File: src/rtl/bus_watch_pkg.sv
package bus_watch_pkg;

  // Register select codes
  localparam logic [1:0] SEL_ADDR  = 2'd0;
  localparam logic [1:0] SEL_CTL   = 2'd1;
  localparam logic [1:0] SEL_VALUE = 2'd2;
  localparam logic [1:0] SEL_MASK  = 2'd3;

  localparam int CTL_W = 5;

  // Control register; the first member is the most significant bit
  typedef struct packed {
    logic sizeByte;  // bit 4
    logic sizeEn;    // bit 3
    logic dirRead;   // bit 2
    logic dirEn;     // bit 1
    logic enable;    // bit 0
  } ctlReg_t;

  // Write strobes from the control to the datapath
  typedef struct packed {
    logic wrAddr;
    logic wrCtl;
    logic wrValue;
    logic wrMask;
  } cfgStrobe_t;

endpackage

File: src/rtl/bus_watch_ctrl.sv
module bus_watch_ctrl
  import bus_watch_pkg::*;
(
  input  logic       clk,
  input  logic       rstN,
  input  logic       cfgWe,
  input  logic [1:0] cfgSel,
  input  logic       ctlEnable,
  output cfgStrobe_t strobe
);

  logic unlocked;

  // The control register is always writable; the rest only while disabled.
  assign unlocked = ~ctlEnable;

  always_comb begin
    strobe         = '0;
    strobe.wrCtl   = cfgWe && (cfgSel == SEL_CTL);
    strobe.wrAddr  = cfgWe && unlocked && (cfgSel == SEL_ADDR);
    strobe.wrValue = cfgWe && unlocked && (cfgSel == SEL_VALUE);
    strobe.wrMask  = cfgWe && unlocked && (cfgSel == SEL_MASK);
  end

  // at most one register is written per cycle
  a_r10_single_strobe: assert property (@(posedge clk) disable iff (!rstN)
    $onehot0(strobe));

endmodule

File: src/rtl/bus_watch_dp.sv
module bus_watch_dp
  import bus_watch_pkg::*;
#(
  parameter int ADDR_W = 16,
  parameter int DATA_W = 16,
  parameter int LANE_W = 8
) (
  input  logic              clk,
  input  logic              rstN,
  input  cfgStrobe_t        strobe,
  input  logic [DATA_W-1:0] cfgData,
  input  logic              busValid,
  input  logic [ADDR_W-1:0] busAddr,
  input  logic              busRd,
  input  logic              busByte,
  input  logic [DATA_W-1:0] busData,
  output logic              ctlEnable,
  output logic              matchPulse
);

  localparam int LANES = DATA_W / LANE_W;

  logic [ADDR_W-1:0] addrReg;
  ctlReg_t           ctlReg;
  logic [DATA_W-1:0] valueReg;
  logic [DATA_W-1:0] maskReg;
  logic [LANES-1:0]  laneOk;
  logic addrOk, dirOk, sizeOk, dataOk, hit;

  // Configuration registers
  always_ff @(posedge clk) begin
    if (!rstN) begin
      addrReg  <= '0;
      ctlReg   <= '0;
      valueReg <= '0;
      maskReg  <= '0;
    end else begin
      if (strobe.wrAddr)  addrReg  <= cfgData[ADDR_W-1:0];
      if (strobe.wrCtl)   ctlReg   <= ctlReg_t'(cfgData[CTL_W-1:0]);
      if (strobe.wrValue) valueReg <= cfgData;
      if (strobe.wrMask)  maskReg  <= cfgData;
    end
  end

  assign ctlEnable = ctlReg.enable;

  // Lane 0 is the most significant lane and holds the byte at the access address.
  // Lanes are compared whatever the access size.
  for (genvar i = 0; i < LANES; i++) begin : g_lane
    localparam int HI = DATA_W - 1 - i * LANE_W;
    assign laneOk[i] = ~|((busData[HI -: LANE_W] ^ valueReg[HI -: LANE_W])
                          & maskReg[HI -: LANE_W]);
  end

  assign addrOk = (busAddr == addrReg);
  assign dirOk  = ~ctlReg.dirEn  | (busRd   == ctlReg.dirRead);
  assign sizeOk = ~ctlReg.sizeEn | (busByte == ctlReg.sizeByte);
  assign dataOk = &laneOk;
  assign hit    = ctlReg.enable & busValid & addrOk & dirOk & sizeOk & dataOk;

  always_ff @(posedge clk) begin
    if (!rstN) matchPulse <= 1'b0;
    else       matchPulse <= hit;
  end

  // a pulse always follows a valid bus cycle
  a_r9_follows_strobe: assert property (@(posedge clk) disable iff (!rstN)
    matchPulse |-> $past(busValid));

  // a disabled comparator gives no pulse in the next cycle
  a_r9_enable_gates: assert property (@(posedge clk) disable iff (!rstN)
    !ctlEnable |=> !matchPulse);

  // a pulse is only caused by an exact address match
  a_r2_exact_addr: assert property (@(posedge clk) disable iff (!rstN)
    matchPulse |-> $past(busAddr) == addrReg);

  // with the size check on, the matched access had the programmed size
  a_r4_size_qualified: assert property (@(posedge clk) disable iff (!rstN)
    (matchPulse && $past(ctlReg.sizeEn)) |-> $past(busByte) == $past(ctlReg.sizeByte));

  // address, value and mask stay put while the comparator is enabled
  a_r10_locked: assert property (@(posedge clk) disable iff (!rstN)
    ctlEnable |=> ($stable(addrReg) && $stable(valueReg) && $stable(maskReg)));

endmodule

File: src/rtl/bus_watch_cmp.sv
module bus_watch_cmp
  import bus_watch_pkg::*;
#(
  parameter int ADDR_W = 16,
  parameter int DATA_W = 16,
  parameter int LANE_W = 8
) (
  input  logic              clk,
  input  logic              rstN,
  input  logic              cfgWe,
  input  logic [1:0]        cfgSel,
  input  logic [DATA_W-1:0] cfgData,
  input  logic              busValid,
  input  logic [ADDR_W-1:0] busAddr,
  input  logic              busRd,
  input  logic              busByte,
  input  logic [DATA_W-1:0] busData,
  output logic              matchPulse
);

  cfgStrobe_t strobe;
  logic       ctlEnable;

  bus_watch_ctrl i_ctrl (
    .clk       (clk),
    .rstN      (rstN),
    .cfgWe     (cfgWe),
    .cfgSel    (cfgSel),
    .ctlEnable (ctlEnable),
    .strobe    (strobe)
  );

  bus_watch_dp #(
    .ADDR_W (ADDR_W),
    .DATA_W (DATA_W),
    .LANE_W (LANE_W)
  ) i_dp (
    .clk        (clk),
    .rstN       (rstN),
    .strobe     (strobe),
    .cfgData    (cfgData),
    .busValid   (busValid),
    .busAddr    (busAddr),
    .busRd      (busRd),
    .busByte    (busByte),
    .busData    (busData),
    .ctlEnable  (ctlEnable),
    .matchPulse (matchPulse)
  );

endmodule

File: config.mk
export PLATFORM = sky130hd
export DESIGN_NAME = bus_watch_cmp
export DESIGN_NICKNAME = d
export VERILOG_FILES = /design/src/rtl/bus_watch_pkg.sv /design/src/rtl/bus_watch_ctrl.sv /design/src/rtl/bus_watch_dp.sv /design/src/rtl/bus_watch_cmp.sv
export SDC_FILE = /design/constraint.sdc
export NUM_CORES = 1
export LEC_CHECK = 0
export ABC_AREA = 0
export BUFFER_PORTS_ARGS = -buffer_cell sky130_fd_sc_hd__clkbuf_2
export CAP_MARGIN = 20
export CORE_ASPECT_RATIO = 1.25
export CORE_UTILIZATION = 55
export CTS_CLUSTER_DIAMETER = 200
export CTS_CLUSTER_SIZE = 40
export DETAILED_ROUTE_END_ITERATION = 7
export MAX_ROUTING_LAYER = met4
export PLACE_DENSITY_LB_ADDON = 0.3
export SLEW_MARGIN = 20
export SYNTH_ARGS = -nofsm -noshare
export SYNTH_HDL_FRONTEND = slang
export SYNTH_SLANG_ARGS = --single-unit
File: constraint.sdc
create_clock -name clk -period 2.7 [get_ports clk]
set_input_delay 0.27 -clock clk [delete_from_list [all_inputs] [get_ports clk]]
set_output_delay 0.27 -clock clk [all_outputs]
set_load 0.1 [all_outputs]
* Yosys cells after proc, flatten, opt, wreduce, memory -nomap -nowiden
Cells that the tools add are included.
Cells by class: eq/ne operators 6, bitwise gates (word level) 14, reduce and logical (&&, ||, !) cells 11
Operators with widths (count):
- bitwise AND 8 bit | 2
- equality test 16 bit | 1
- OR reduction 8 bit | 2
- bitwise XOR 8 bit | 2
- bitwise AND 1 bit | 5
- logical AND 1 bit | 5
- equality test 2 bit (second input constant) | 2
- NOT 1 bit | 3
- equality test 1 bit | 2
- equality test 2 x 1 -> 1 bit (second input constant) | 1
- logical NOT 1 bit | 2
- logical NOT 2 bit | 1
- OR 1 bit | 2
- AND reduction 2 bit | 1
Storage, ports and cells: register bits 54, input bits 56, output and inout port bits 1, logic and storage cells 40

* Longest topological paths before layout
depth after elaboration 6, gate-level depth with buffers 7, depth with buffers taken out 5

* Cells and area by module
Synthesis repeated with hierarchy kept, for this count alone.
Unflattened totals: cell total of the unflattened synthesis 228, area, all modules 2489.9 µm²
Modules (own cells, without submodules):
- bus_watch_dp | instances 1, cells an instance 224, area each 2443.6 µm², sequential area each 1081.0 µm²
- bus_watch_ctrl | instances 1, cells an instance 4, area each 46.3 µm², sequential area each 0.0 µm²

* Worst setup path after synthesis
OpenSTA, ideal clock, no wires.
path type register -> register, from register i_dp.ctlReg (netlist bit i_dp.ctlEnable), to register i_dp.valueReg[4], library setup time 0.118 ns, data arrival time 1.196 ns, required time 2.582 ns, path slack 1.386 ns, cell stages (with the launch flop) 8, buffers on the path 2, clock period less this slack 1.314 ns, cells stage by stage dfxtp_1 and2b_4 nand2_2 or2_1 buf_6 buf_12 nand2_2 a21boi_2
Between the ends: longest elaborated chain between the ends 3
Ends and longest elaborated chain:
- from (decl) | RTL line bus_watch_dp.sv:24 | ctlReg_t ctlReg;
- from (signal assigned) | RTL line bus_watch_dp.sv:39 | if (strobe.wrCtl) ctlReg <= ctlReg_t'(cfgData[CTL_W-1:0]);
- NOT 1 bit | RTL line bus_watch_ctrl.sv:15 | assign unlocked = ~ctlEnable;
- logical AND 1 bit (2 in a row) | RTL line bus_watch_ctrl.sv:21 | strobe.wrValue = cfgWe && unlocked && (cfgSel == SEL_VALUE);
- to (signal assigned) | RTL line bus_watch_dp.sv:40 | if (strobe.wrValue) valueReg <= cfgData;
- to (decl) | RTL line bus_watch_dp.sv:25 | logic [DATA_W-1:0] valueReg;
No other way between the ends. A chain may end at the register's enable or synchronous reset.

* Final worst setup path
from register i_dp.ctlReg (netlist bit i_dp.ctlEnable), to register i_dp.valueReg[0]
Same word-level chain as after synthesis.

==> results.yml <==
floorplanning:
  die_x_um: 63.0
  die_h_um: 78.2
  rows: 27
  core_um2: 4430
  ioPinCount: 57
  die_area_um2: 4930
  initial_utilization_pct: 57.8
place:
  gp_congestion: 0.755
  port_buffers: 56
  dp_hpwl_um: 3950
  dpl_cell_area_um2: 2820
grt:
  grt_pass1_vias: 1947
  grt_max_degree: 54
  grt_util_all_layers_pct: 24.3
  antenna_found_initial: 0
  overflow: 0
  grt_pass1_wl_um: 8830
yosys:
  yosys-top-cells-count: "nand2_1, dfxtp_1, xor2_1, a21boi_1, a21boi_0"
  synth_edf_count: 0
  synth.distinct_cells: 32
  ys_seq_elements: 54
  netlist.area_leader.share_pct: 42.3
  syn_inst: 285
  synth-compound-area-share_pct: 18.2
  post-synth-top-count-cell: "nand2_1"
  synthTopCellsByArea: "dfxtp_1, nand2_1, xor2_1"
  synth-simple-area-share_pct: 22.1
  synth_nets: 341
  synth_top_family_by_area: "simple AND/OR/NAND/NOR gates"
  mappedNetlistArea_um2: 2560
  ys.flop_type: "dfxtp_1"
  postSynthAreaPerCell_um2: 8.97
  async_reset_ff_share_pct: 0
  synth_mux_area_share_pct: 1.96
  synth_fa_ha_area_share_pct: 0
  synthXorXnorAreaFrac_pct: 11.6
  ys_seq_area_share_pct: 42.3
  yosysTopAreaCell: "dfxtp_1"
  ys.warnings.count: 0
critical_path:
  startpoint: "i_dp.ctlEnable"
  cp.required_ns: 2.93
  crit_path_end_kind: "flip-flop"
  path_buf_inv: 0
  worstPathArrival_ns: 1.93
  critPathLaunchType: "flip-flop"
  crit_family: "simple AND/OR/NAND/NOR gates"
  r2r_start: "i_dp.ctlEnable"
  worst-setup-path-type: "reg -> reg"
  cp_cell_sequence: "and2b_4, nand2_2, or2_1, nand2_1, a21boi_0"
  cpMaxStageDelayCell: "or2_1"
  worstPathMaxFanout: 16
  slowest_delay_ns: 0.64
sta:
  slew_viol_final: 0
  setup_viol: 0
  hold_violations: 0
  clock.fmax_mhz: 588
  relSlewSlack_pct: 45.7
  tightestPinTransition_ns: 0.814
  setup_tns_ns: 0
  period_needed_ns: 1.70
  period_share_pct: 62.9
  skew_ns: 0.00509
  rsz0062_at_grt: "no"
cells_and_area:
  areaGrowthSynthToFinish_pct: 14.7
  drive_above_1_share_pct: 26.6
  nFillCells: 386
  nNetsFinal: 390
  diodes: 0
  design_area_um2: 2930
routing:
  wl_per_cell_um: 13.8
  viasPerCell: 5.28
  ant_nets: 0
  route.detailed.drc: 0
  routed_wl_um: 5410
  vias: 2069
  firstDrtPassIters: 4
  drt-initial-drc-count: 114
clock_network:
  insertion_delay_ns: 0.31
  cts-resized-gates: 0
  holdBufCountCts: 0
  clock-root-buffer: "clkbuf_8"
  ctsHtreeMaxLevel: 2
  cts_tree: "built"
  clk_pin_slew_ns: 0.09
  cts_buffers: 5
  clock_sinks: 54
  cts_setup_buffers: 0
  cts_buffer_depth: 2
run:
  max-cap-violations: 0
hold_path:
  min_from: "cfgData[12]"
  worstHoldPathType: "in -> reg"
power_and_ir_drop:
  p_per_area_nw_per_um2: 536
  vdd_drop_max_uv: 281
  p_leak_uw: 0.00122
status:
  status: "finished clean"
registers in the layout (all words and copies together) (netlist names):
signal and flops:
i_dp.addrReg 16, i_dp.ctlEnable 1, i_dp.ctlReg 4, i_dp.maskReg 16, i_dp.matchPulse 1, i_dp.valueReg 16
per-stage QoR:
step	cells	hold WS (ns)	setup WS [ns]	utilization, %	total power, µW
6_report	392	0.211	1.00	66.3	1570
3_3_place_gp	385	0.440	1.11	63.7	1040
5_1_grt	392	0.204	0.877	66.3	1630
2_1_floorplan	285	0.405	1.39	-	967
4_1_cts	392	0.206	1.00	66.3	1580
3_5_place_dp	385	0.448	1.02	63.7	1040
worst min-delay path, cell delays in order:
cell	delay, ns
clkbuf_2	0.10
nand2_1	0.06
a21boi_1	0.05
layout make-up:
cell class / count / area (µm²) / area share (%)
sequential: 54 / 1080 / 36.9
clock buffer: 6 / 82.6 / 2.82
timing repair buffer: 57 / 288 / 9.81
tap: 58 / 72.6 / 2.47
multi-input combinational: 216 / 1380 / 47.0
clock inverter: 1 / 30.0 / 1.02
report_power, final:
part / total [µW] / internal [µW] / switching [µW] / leakage (µW)
clock: 550 / 297 / 253 / 0.0000573
sequential: 839 / 822 / 17.0 / 0.000439
combinational: 184 / 86.6 / 97.2 / 0.000723
total: 1570 / 1210 / 367 / 0.00122
cells by family (layout without fill, tap and decap cells):
kind of cell,count (synthesis),count (layout)
AO/OA/AOI/OAI,56,56
AND/OR/NAND/NOR,121,121
buffers and inverters,15,64
XOR/XNOR,34,34
multiplexers,5,5
flip-flops,54,54
final timing paths:
path	cells after the start	slack, ns	to
max	5	1.00	i_dp.valueReg[0]
min	3	0.21	i_dp.maskReg[12]
max reg2reg	5	1.00	i_dp.valueReg[0]
min reg2reg	2	0.46	i_dp.maskReg[15]
cell usage in the layout (no fill, tap or decap), types with 3 or more instances in the layout:
cell type and count:
dfxtp_1 54, nor4_1 3, xnor2_1 5, nand4_1 3, a221oi_1 3, clkbuf_8 6
a21boi_0 18, nand2_1 87, nand3_1 3, a21boi_1 20, clkbuf_2 56, nand2_2 10
mux2i_1 5, xor2_1 29, nor2b_1 5, a21boi_2 10
metal layers:
metal  vias up  share of wire [%]  GRT usage (%)
li1       1038                  -              -
met1       951                 42           27.4
met2        65                 50           40.6
met3        15                4.7           4.65
met4         0                2.8           12.1
met5         -                  0              -
Note: power is estimated with default switching activity, not from simulation.
